`src/rtl/cell_tx_pkg.sv`:
```
package cell_tx_pkg;

    localparam int CELL_BYTES = 53;
    localparam int HDR_BYTES  = 5;
    localparam int HEC_IDX    = 4;

    typedef logic [7:0] byte_t;

    typedef enum logic [1:0] {
        LIM_TWO   = 2'd0,
        LIM_THREE = 2'd1,
        LIM_FOUR  = 2'd2,
        LIM_FOUR2 = 2'd3
    } depth_code_e;

    typedef struct packed {
        logic user;    // cell comes from the FIFO
        logic hec_on;  // header check replaced in a user cell
        logic inj;     // bit 0 of the inserted check is inverted
    } cell_ctx_t;

    function automatic int unsigned depth_cells(depth_code_e code);
        case (code)
            LIM_TWO:   return 2;
            LIM_THREE: return 3;
            default:   return 4;
        endcase
    endfunction

    function automatic byte_t crc8_step(byte_t crc, byte_t d);
        byte_t c;
        logic  fb;
        c = crc;
        for (int i = 7; i >= 0; i--) begin
            fb = c[7] ^ d[i];
            c  = {c[6:0], 1'b0} ^ (fb ? 8'h07 : 8'h00);
        end
        return c;
    endfunction

    function automatic byte_t fill_header(logic [5:0] idx, logic unassigned);
        return (idx == 6'd3 && !unassigned) ? 8'h01 : 8'h00;
    endfunction

endpackage

```
`src/rtl/cell_fifo.sv`:
```
module cell_fifo
    import cell_tx_pkg::*;
#(
    parameter int MAX_CELLS = 4,
    localparam int CW = $clog2(MAX_CELLS + 1),
    localparam int PW = (MAX_CELLS > 1) ? $clog2(MAX_CELLS) : 1,
    localparam int BW = $clog2(CELL_BYTES)
) (
    input  logic          clk,
    input  logic          rst,
    input  logic [CW-1:0] limit,
    input  logic          wr_valid,
    input  byte_t         wr_data,
    output logic          wr_ready,
    output logic          room2,
    input  logic [BW-1:0] rd_idx,
    output byte_t         rd_data,
    input  logic          rd_done,
    output logic          avail
);

    byte_t         mem [MAX_CELLS][CELL_BYTES];
    logic [PW-1:0] wr_cell, rd_cell;
    logic [BW-1:0] wr_byte;
    logic [CW-1:0] occ;
    logic          wr_fire, commit;

    assign wr_ready = occ < limit;
    assign room2    = ({1'b0, occ} + (CW+1)'(2)) <= {1'b0, limit};
    assign avail    = occ != '0;
    assign wr_fire  = wr_valid && wr_ready;
    assign commit   = wr_fire && (wr_byte == BW'(CELL_BYTES - 1));
    assign rd_data  = mem[rd_cell][rd_idx];

    always_ff @(posedge clk) begin
        if (wr_fire) mem[wr_cell][wr_byte] <= wr_data;
    end

    always_ff @(posedge clk) begin
        if (rst) begin
            wr_cell <= '0;
            rd_cell <= '0;
            wr_byte <= '0;
            occ     <= '0;
        end else begin
            if (wr_fire) wr_byte <= commit ? '0 : wr_byte + 1'b1;
            if (commit)
                wr_cell <= (wr_cell == PW'(MAX_CELLS - 1)) ? '0 : wr_cell + 1'b1;
            if (rd_done)
                rd_cell <= (rd_cell == PW'(MAX_CELLS - 1)) ? '0 : rd_cell + 1'b1;
            occ <= occ + CW'(commit) - CW'(rd_done);
        end
    end


    pop_needs_cell_chk: assert property (@(posedge clk) disable iff (rst)
        rd_done |-> occ != '0);


    occ_step_chk: assert property (@(posedge clk) disable iff (rst)
        1'b1 |=> (occ == $past(occ) || occ == $past(occ) + CW'(1) || occ == $past(occ) - CW'(1)));


    occ_bound_chk: assert property (@(posedge clk) disable iff (rst)
        occ <= CW'(MAX_CELLS));

endmodule

```
`src/rtl/tx_scrambler.sv`:
```
module tx_scrambler
    import cell_tx_pkg::*;
#(
    parameter int LEN = 43
) (
    input  logic  clk,
    input  logic  rst,
    input  logic  advance,
    input  byte_t din,
    output byte_t dout
);

    logic [LEN-1:0] hist_q, hist_n;

    always_comb begin
        hist_n = hist_q;
        dout   = '0;
        for (int i = 7; i >= 0; i--) begin
            dout[i] = din[i] ^ hist_n[LEN-1];
            hist_n  = {hist_n[LEN-2:0], dout[i]};
        end
    end

    always_ff @(posedge clk) begin
        if (rst)          hist_q <= '0;
        else if (advance) hist_q <= hist_n;
    end

endmodule

```
`src/rtl/sat_counter.sv`:
```
module sat_counter #(
    parameter int W = 16
) (
    input  logic         clk,
    input  logic         rst,
    input  logic         inc,
    output logic [W-1:0] cnt
);

    always_ff @(posedge clk) begin
        if (rst)                     cnt <= '0;
        else if (inc && cnt != '1)   cnt <= cnt + 1'b1;
    end


    cnt_sat_hold_chk: assert property (@(posedge clk) disable iff (rst)
        (cnt == '1) |=> (cnt == '1));


    cnt_no_skip_chk: assert property (@(posedge clk) disable iff (rst)
        (!inc) |=> $stable(cnt));

endmodule

```
`src/rtl/cell_tx_fmt.sv`:
```
module cell_tx_fmt
    import cell_tx_pkg::*;
#(
    parameter int MAX_CELLS = 4,
    parameter int CNT_W     = 16,
    parameter int SCR_LEN   = 43
) (
    input  logic             clk,
    input  logic             rst,
    input  logic             wr_valid,
    input  logic [7:0]       wr_data,
    output logic             wr_ready,
    output logic             room2,
    input  logic             tx_en,
    output logic [7:0]       tx_data,
    output logic             tx_dv,
    output logic             tx_soc,
    input  logic [1:0]       cfg_depth,
    input  logic             cfg_fill_unassigned,
    input  logic [7:0]       cfg_fill_byte,
    input  logic             cfg_scr_en,
    input  logic             cfg_hec_en,
    input  logic [7:0]       cfg_coset,
    input  logic             cfg_hec_err,
    output logic [CNT_W-1:0] cell_count
);

    localparam int CW = $clog2(MAX_CELLS + 1);
    localparam int BW = $clog2(CELL_BYTES);

    logic [CW-1:0] limit;
    logic [BW-1:0] idx_q;
    cell_ctx_t     ctx_q, ctx_now;
    byte_t         crc_q, crc_in, crc_nx;
    byte_t         rd_data, raw, hec_byte, scr_out, out_byte;
    logic          avail, at_start, at_last, is_pay, rd_done, scr_adv;

    always_comb begin
        int unsigned lim;
        lim = depth_cells(depth_code_e'(cfg_depth));
        if (lim > MAX_CELLS) lim = MAX_CELLS;
        limit = CW'(lim);
    end

    cell_fifo #(.MAX_CELLS(MAX_CELLS)) u_fifo (
        .clk      (clk),
        .rst      (rst),
        .limit    (limit),
        .wr_valid (wr_valid),
        .wr_data  (wr_data),
        .wr_ready (wr_ready),
        .room2    (room2),
        .rd_idx   (idx_q),
        .rd_data  (rd_data),
        .rd_done  (rd_done),
        .avail    (avail)
    );

    assign at_start = idx_q == '0;
    assign at_last  = idx_q == BW'(CELL_BYTES - 1);
    assign is_pay   = idx_q >= BW'(HDR_BYTES);

    always_comb begin
        if (at_start) begin
            ctx_now.user   = avail;
            ctx_now.hec_on = cfg_hec_en;
            ctx_now.inj    = cfg_hec_en && cfg_hec_err;
        end else begin
            ctx_now = ctx_q;
        end
    end

    always_comb begin
        if (ctx_now.user)       raw = rd_data;
        else if (!is_pay)       raw = fill_header(6'(idx_q), cfg_fill_unassigned);
        else                    raw = cfg_fill_byte;
    end

    assign crc_in   = at_start ? 8'h00 : crc_q;
    assign crc_nx   = crc8_step(crc_in, raw);
    assign hec_byte = crc_q ^ cfg_coset ^ {7'b0, ctx_now.inj};
    assign scr_adv  = tx_en && is_pay && cfg_scr_en;

    tx_scrambler #(.LEN(SCR_LEN)) u_scr (
        .clk     (clk),
        .rst     (rst),
        .advance (scr_adv),
        .din     (raw),
        .dout    (scr_out)
    );

    always_comb begin
        if (idx_q == BW'(HEC_IDX))
            out_byte = (ctx_now.user && !ctx_now.hec_on) ? raw : hec_byte;
        else if (is_pay)
            out_byte = cfg_scr_en ? scr_out : raw;
        else
            out_byte = raw;
    end

    assign rd_done = tx_en && at_last && ctx_now.user;

    always_ff @(posedge clk) begin
        if (rst) begin
            idx_q   <= '0;
            ctx_q   <= '0;
            crc_q   <= '0;
            tx_data <= '0;
            tx_dv   <= 1'b0;
            tx_soc  <= 1'b0;
        end else begin
            tx_dv  <= tx_en;
            tx_soc <= tx_en && at_start;
            if (tx_en) begin
                idx_q   <= at_last ? '0 : idx_q + 1'b1;
                ctx_q   <= ctx_now;
                tx_data <= out_byte;
                if (idx_q < BW'(HEC_IDX)) crc_q <= crc_nx;
            end
        end
    end

    sat_counter #(.W(CNT_W)) u_cnt (
        .clk (clk),
        .rst (rst),
        .inc (rd_done && !ctx_now.inj),
        .cnt (cell_count)
    );


    soc_with_dv_chk: assert property (@(posedge clk) disable iff (rst)
        tx_soc |-> tx_dv);


    dv_follows_en_chk: assert property (@(posedge clk) disable iff (rst)
        !tx_en |=> !tx_dv);


    room2_implies_ready_chk: assert property (@(posedge clk) disable iff (rst)
        room2 |-> wr_ready);

endmodule

```
`config.mk`:
```
export PLATFORM = sky130hd
export DESIGN_NAME = cell_tx_fmt
export DESIGN_NICKNAME = d
export VERILOG_FILES = /design/src/rtl/cell_tx_pkg.sv /design/src/rtl/cell_fifo.sv /design/src/rtl/tx_scrambler.sv /design/src/rtl/sat_counter.sv /design/src/rtl/cell_tx_fmt.sv
export SDC_FILE = /design/constraint.sdc
export NUM_CORES = 2
export LEC_CHECK = 0
export ABC_AREA = 1
export BUFFER_PORTS_ARGS = -buffer_cell sky130_fd_sc_hd__buf_4
export CORE_ASPECT_RATIO = 1.1
export CORE_MARGIN = 2
export CORE_UTILIZATION = 50
export CTS_CLUSTER_DIAMETER = 60
export DETAILED_ROUTE_END_ITERATION = 7
export PLACE_DENSITY = 0.72
export SYNTH_ARGS = -nofsm -noshare
export SYNTH_HDL_FRONTEND = slang
export SYNTH_SLANG_ARGS = --single-unit
```
`constraint.sdc`:
```
create_clock -name clk -period 8.5 [get_ports clk]
set_input_delay 0.85 -clock clk [delete_from_list [all_inputs] [get_ports clk]]
set_output_delay 0.85 -clock clk [all_outputs]
set_load 0.01 [all_outputs]
```
==> impl_metrics.tcl <==
set metrics [dict create \
    drt_iter0_markers 6923 \
    cp.arrival_ns 6.10 \
    cts_tree "yes" \
    io_pins 62 \
    area_growth_syn_to_layout_pct 8.970 \
    slew_headroom_pct 19.22 \
    routedWlPerCell_um 22.71 \
    cp-end-kind "register" \
    netlist_area_um2 74400 \
    synth_edf_count 1696 \
    synth-seq-cells 1797 \
    crit_fanout 313 \
    antenna_found_initial 2 \
    period_needed_ns 5.424 \
    drive_gt1_share_pct 6.471 \
    async_reset_ff_share_pct 0 \
    dp_cells 8217 \
    clock_latency_ns 0.81 \
    synth_top_flop_cell "edfxtp_1" \
    gp_congestion 0.9009 \
    final_nets 6491 \
    grt_pass1_wl_mm 289.9 \
    ant_nets 0 \
    synth_cells 6530 \
    io_buffers 61 \
    cts_resized 0 \
    clock.fmax_mhz 184.4 \
    status "finished clean" \
    dp_hpwl_mm 107.9 \
    vias_per_cell 5.862 \
    vdd_drop_max_mv 0.2193 \
    total_power_uw 17860 \
    root_buffer "clkbuf_16" \
    fin_ws_ns 3.076 \
    initial_core_util_pct 50.35 \
    totalWireLength_mm 193.5 \
    power_density_nw_per_um2 220.3 \
    min_path_cells 2 \
    yosys.area.top_type "edfxtp_1" \
    synth_top_cells_by_area "edfxtp_1, nor2_1, nand2_1, o21ai_0, dfxtp_1" \
    holdBufCountCts 0 \
    syn_area_per_cell_um2 11.39 \
    drc 0 \
    critPathRequiredTime_ns 9.17 \
    worstReg2RegEnd "crc_q[3]" \
    synth_warnings 0 \
    die_y_um 408.6 \
    maxCapViolCount 0 \
    hp-start "u_scr.hist_q[32]" \
    utilization_pct 54.87 \
    grt.overflow.total 0 \
    min_to "u_scr.hist_q[32]" \
    htreeDepth 4 \
    num_rows 148 \
    fin_skew_ns 0.02645 \
    cts.path.max_buffers 3 \
    worstMarginPinSlew_ns 1.210 \
    ys_seq_area_share_pct 71.17 \
    hold_class "reg -> reg" \
    vias 49950 \
    hold_viol_final 0 \
    tns_ns 0 \
    critPathKind "reg -> reg" \
    synth_top_area_share_pct 68.45 \
    core_um2 147800 \
    setup_violations 0 \
    final_cells 8521 \
    syn-num-nets 6585 \
    ys_types 47 \
    start_kind "register" \
    grt_usage_pct 25.10 \
    timing.final.max_slew_violations 0 \
    grt_max_degree 314 \
    power_leakage_uw 0.02819 \
    die_w_um 371.8 \
    ff2ff_path_depth 20 \
    dp_slack_ns 3.216 \
    postCtsSetupRepairBufs 0 \
    finalCritPeriodShare_pct 63.81 \
    cts.sinks 1797 \
    die_area_um2 151900 \
    rrSetupSlack_ns 3.08 \
    cts_buffers 167 \
    drt_first_pass_iters 6 \
    clk_pin_slew_worst_paths_ns 0.06 \
    layout_commonest_cell "edfxtp_1" \
    grt_pass1_vias 47110 \
    rsz0062_at_grt "false" \
    final_cell_mix "edfxtp_1, nor2_1, nand2_1, o21ai_0, nand3_1" \
]
==> kinds of logic (layout without fill, tap and decap cells) <==
| family | count (synthesis) | count (layout) | synth area share [%] |
|---|---|---|---|
| fa+ha+maj | 21 | 21 | 0.3733 |
| flops | 1797 | 1797 | 71.17 |
| xor+xnor | 22 | 22 | 0.2590 |
| simple gates | 2855 | 2855 | 15.15 |
| compound gates | 1240 | 1240 | 8.740 |
| buf+inv | 595 | 633 | 4.312 |
| other cells | 0 | 3 | 0 |
==> area by class of cell <==
class                           count  area, µm²
Clock buffer                      206       4504
Inverter                          204      807.0
Clock inverter                     95      957.2
Multi-Input combinational cell   4138      18320
Tap cell                         1950       2440
Sequential cell                  1797      52960
Timing Repair Buffer              128       1079
Antenna cell                        3      7.507
Fill cell                       11930      66700
==> sequential cells by signal, summed over array words and instances, names as in the netlist, named ones only <==
register and cells:
tx_soc 1, u_fifo.occ 3, crc_q 8, u_cnt.cnt 16, u_fifo.wr_cell 2, u_scr.hist_q 43, tx_dv 1, tx_data 8
u_fifo.wr_byte 6, u_fifo.rd_cell 2, idx_q 6, ctx_q 3, u_fifo.mem 1696
==> report_power, final <==
group	switching [µW]	internal, µW	total, µW
clock network	3240	4280	7520
registers	16.7	9690	9710
logic	500	134	633
==> worst max-delay path: stages (launching register included) <==
cell and delay, ns:
dfxtp_4 0.89, clkinv_16 0.75, buf_4 0.58, o21ai_0 0.22, o22ai_1 0.09, nand2_1 0.06, nand2_1 0.12, o21ai_0 0.86
nand3_1 0.40, nand2_1 0.16, nand3_1 0.13, nand2_2 0.16, nand2_2 0.10, nand2_1 0.07, nand2_1 0.07, nand2_1 0.08
nand2_1 0.09, nand2_1 0.06, nand2_1 0.04, nor2_1 0.12, nor2_1 0.04
==> metrics by stage <==
step / area (µm²) / hold slack (ns)
floorplan: 74400 / 0.4379
global placement: 75610 / 0.4450
detailed placement: 75610 / 0.4525
CTS: 81070 / 0.4240
global route: 81070 / 0.4755
finish: 81080 / 0.4608
==> synthesized netlist by cell type (3+ instances only) <==
| master | number |
|---|---|
| a21oi_1 | 141 |
| a31oi_1 | 8 |
| buf_1 | 14 |
| buf_2 | 120 |
| buf_4 | 85 |
| buf_6 | 63 |
| clkbuf_1 | 107 |
| clkinv_1 | 6 |
| dfxtp_1 | 101 |
| edfxtp_1 | 1696 |
| ha_1 | 19 |
| inv_1 | 189 |
| inv_2 | 8 |
| nand2_1 | 1186 |
| nand2_2 | 20 |
| nand3_1 | 216 |
| nand3_2 | 3 |
| nand3b_1 | 3 |
| nand4_1 | 38 |
| nor2_1 | 1351 |
| nor2_2 | 6 |
| nor3_1 | 15 |
| nor3b_1 | 3 |
| nor4_1 | 3 |
| o211ai_1 | 5 |
| o21a_1 | 7 |
| o21ai_0 | 816 |
| o21ai_1 | 70 |
| o22ai_1 | 187 |
| xnor2_1 | 8 |
| xor2_1 | 14 |
==> metal layers <==
layer | vias to the layer above | track usage, % | wire (µm)
li1 | 22550 | - | -
met1 | 24270 | 34.06 | 74020
met2 | 2690 | 40.00 | 92440
met3 | 440 | 4.087 | 18240
met4 | 0 | 11.13 | 8802
met5 | - | 0 | 0
==> worst max-delay path by stage <==
| stage | to | slack (ns) | cells after the start |
|---|---|---|---|
| 2_1_floorplan | u_fifo.mem[2][100] | 5.20 | 9 |
| 3_3_place_gp | crc_q[3] | 3.28 | 20 |
| 3_5_place_dp | crc_q[3] | 3.22 | 20 |
| 4_1_cts | crc_q[3] | 3.20 | 20 |
| 5_1_grt | crc_q[3] | 2.89 | 20 |
| 6_report | crc_q[3] | 3.08 | 20 |
No activity file was read; power rests on OpenSTA's default activity.
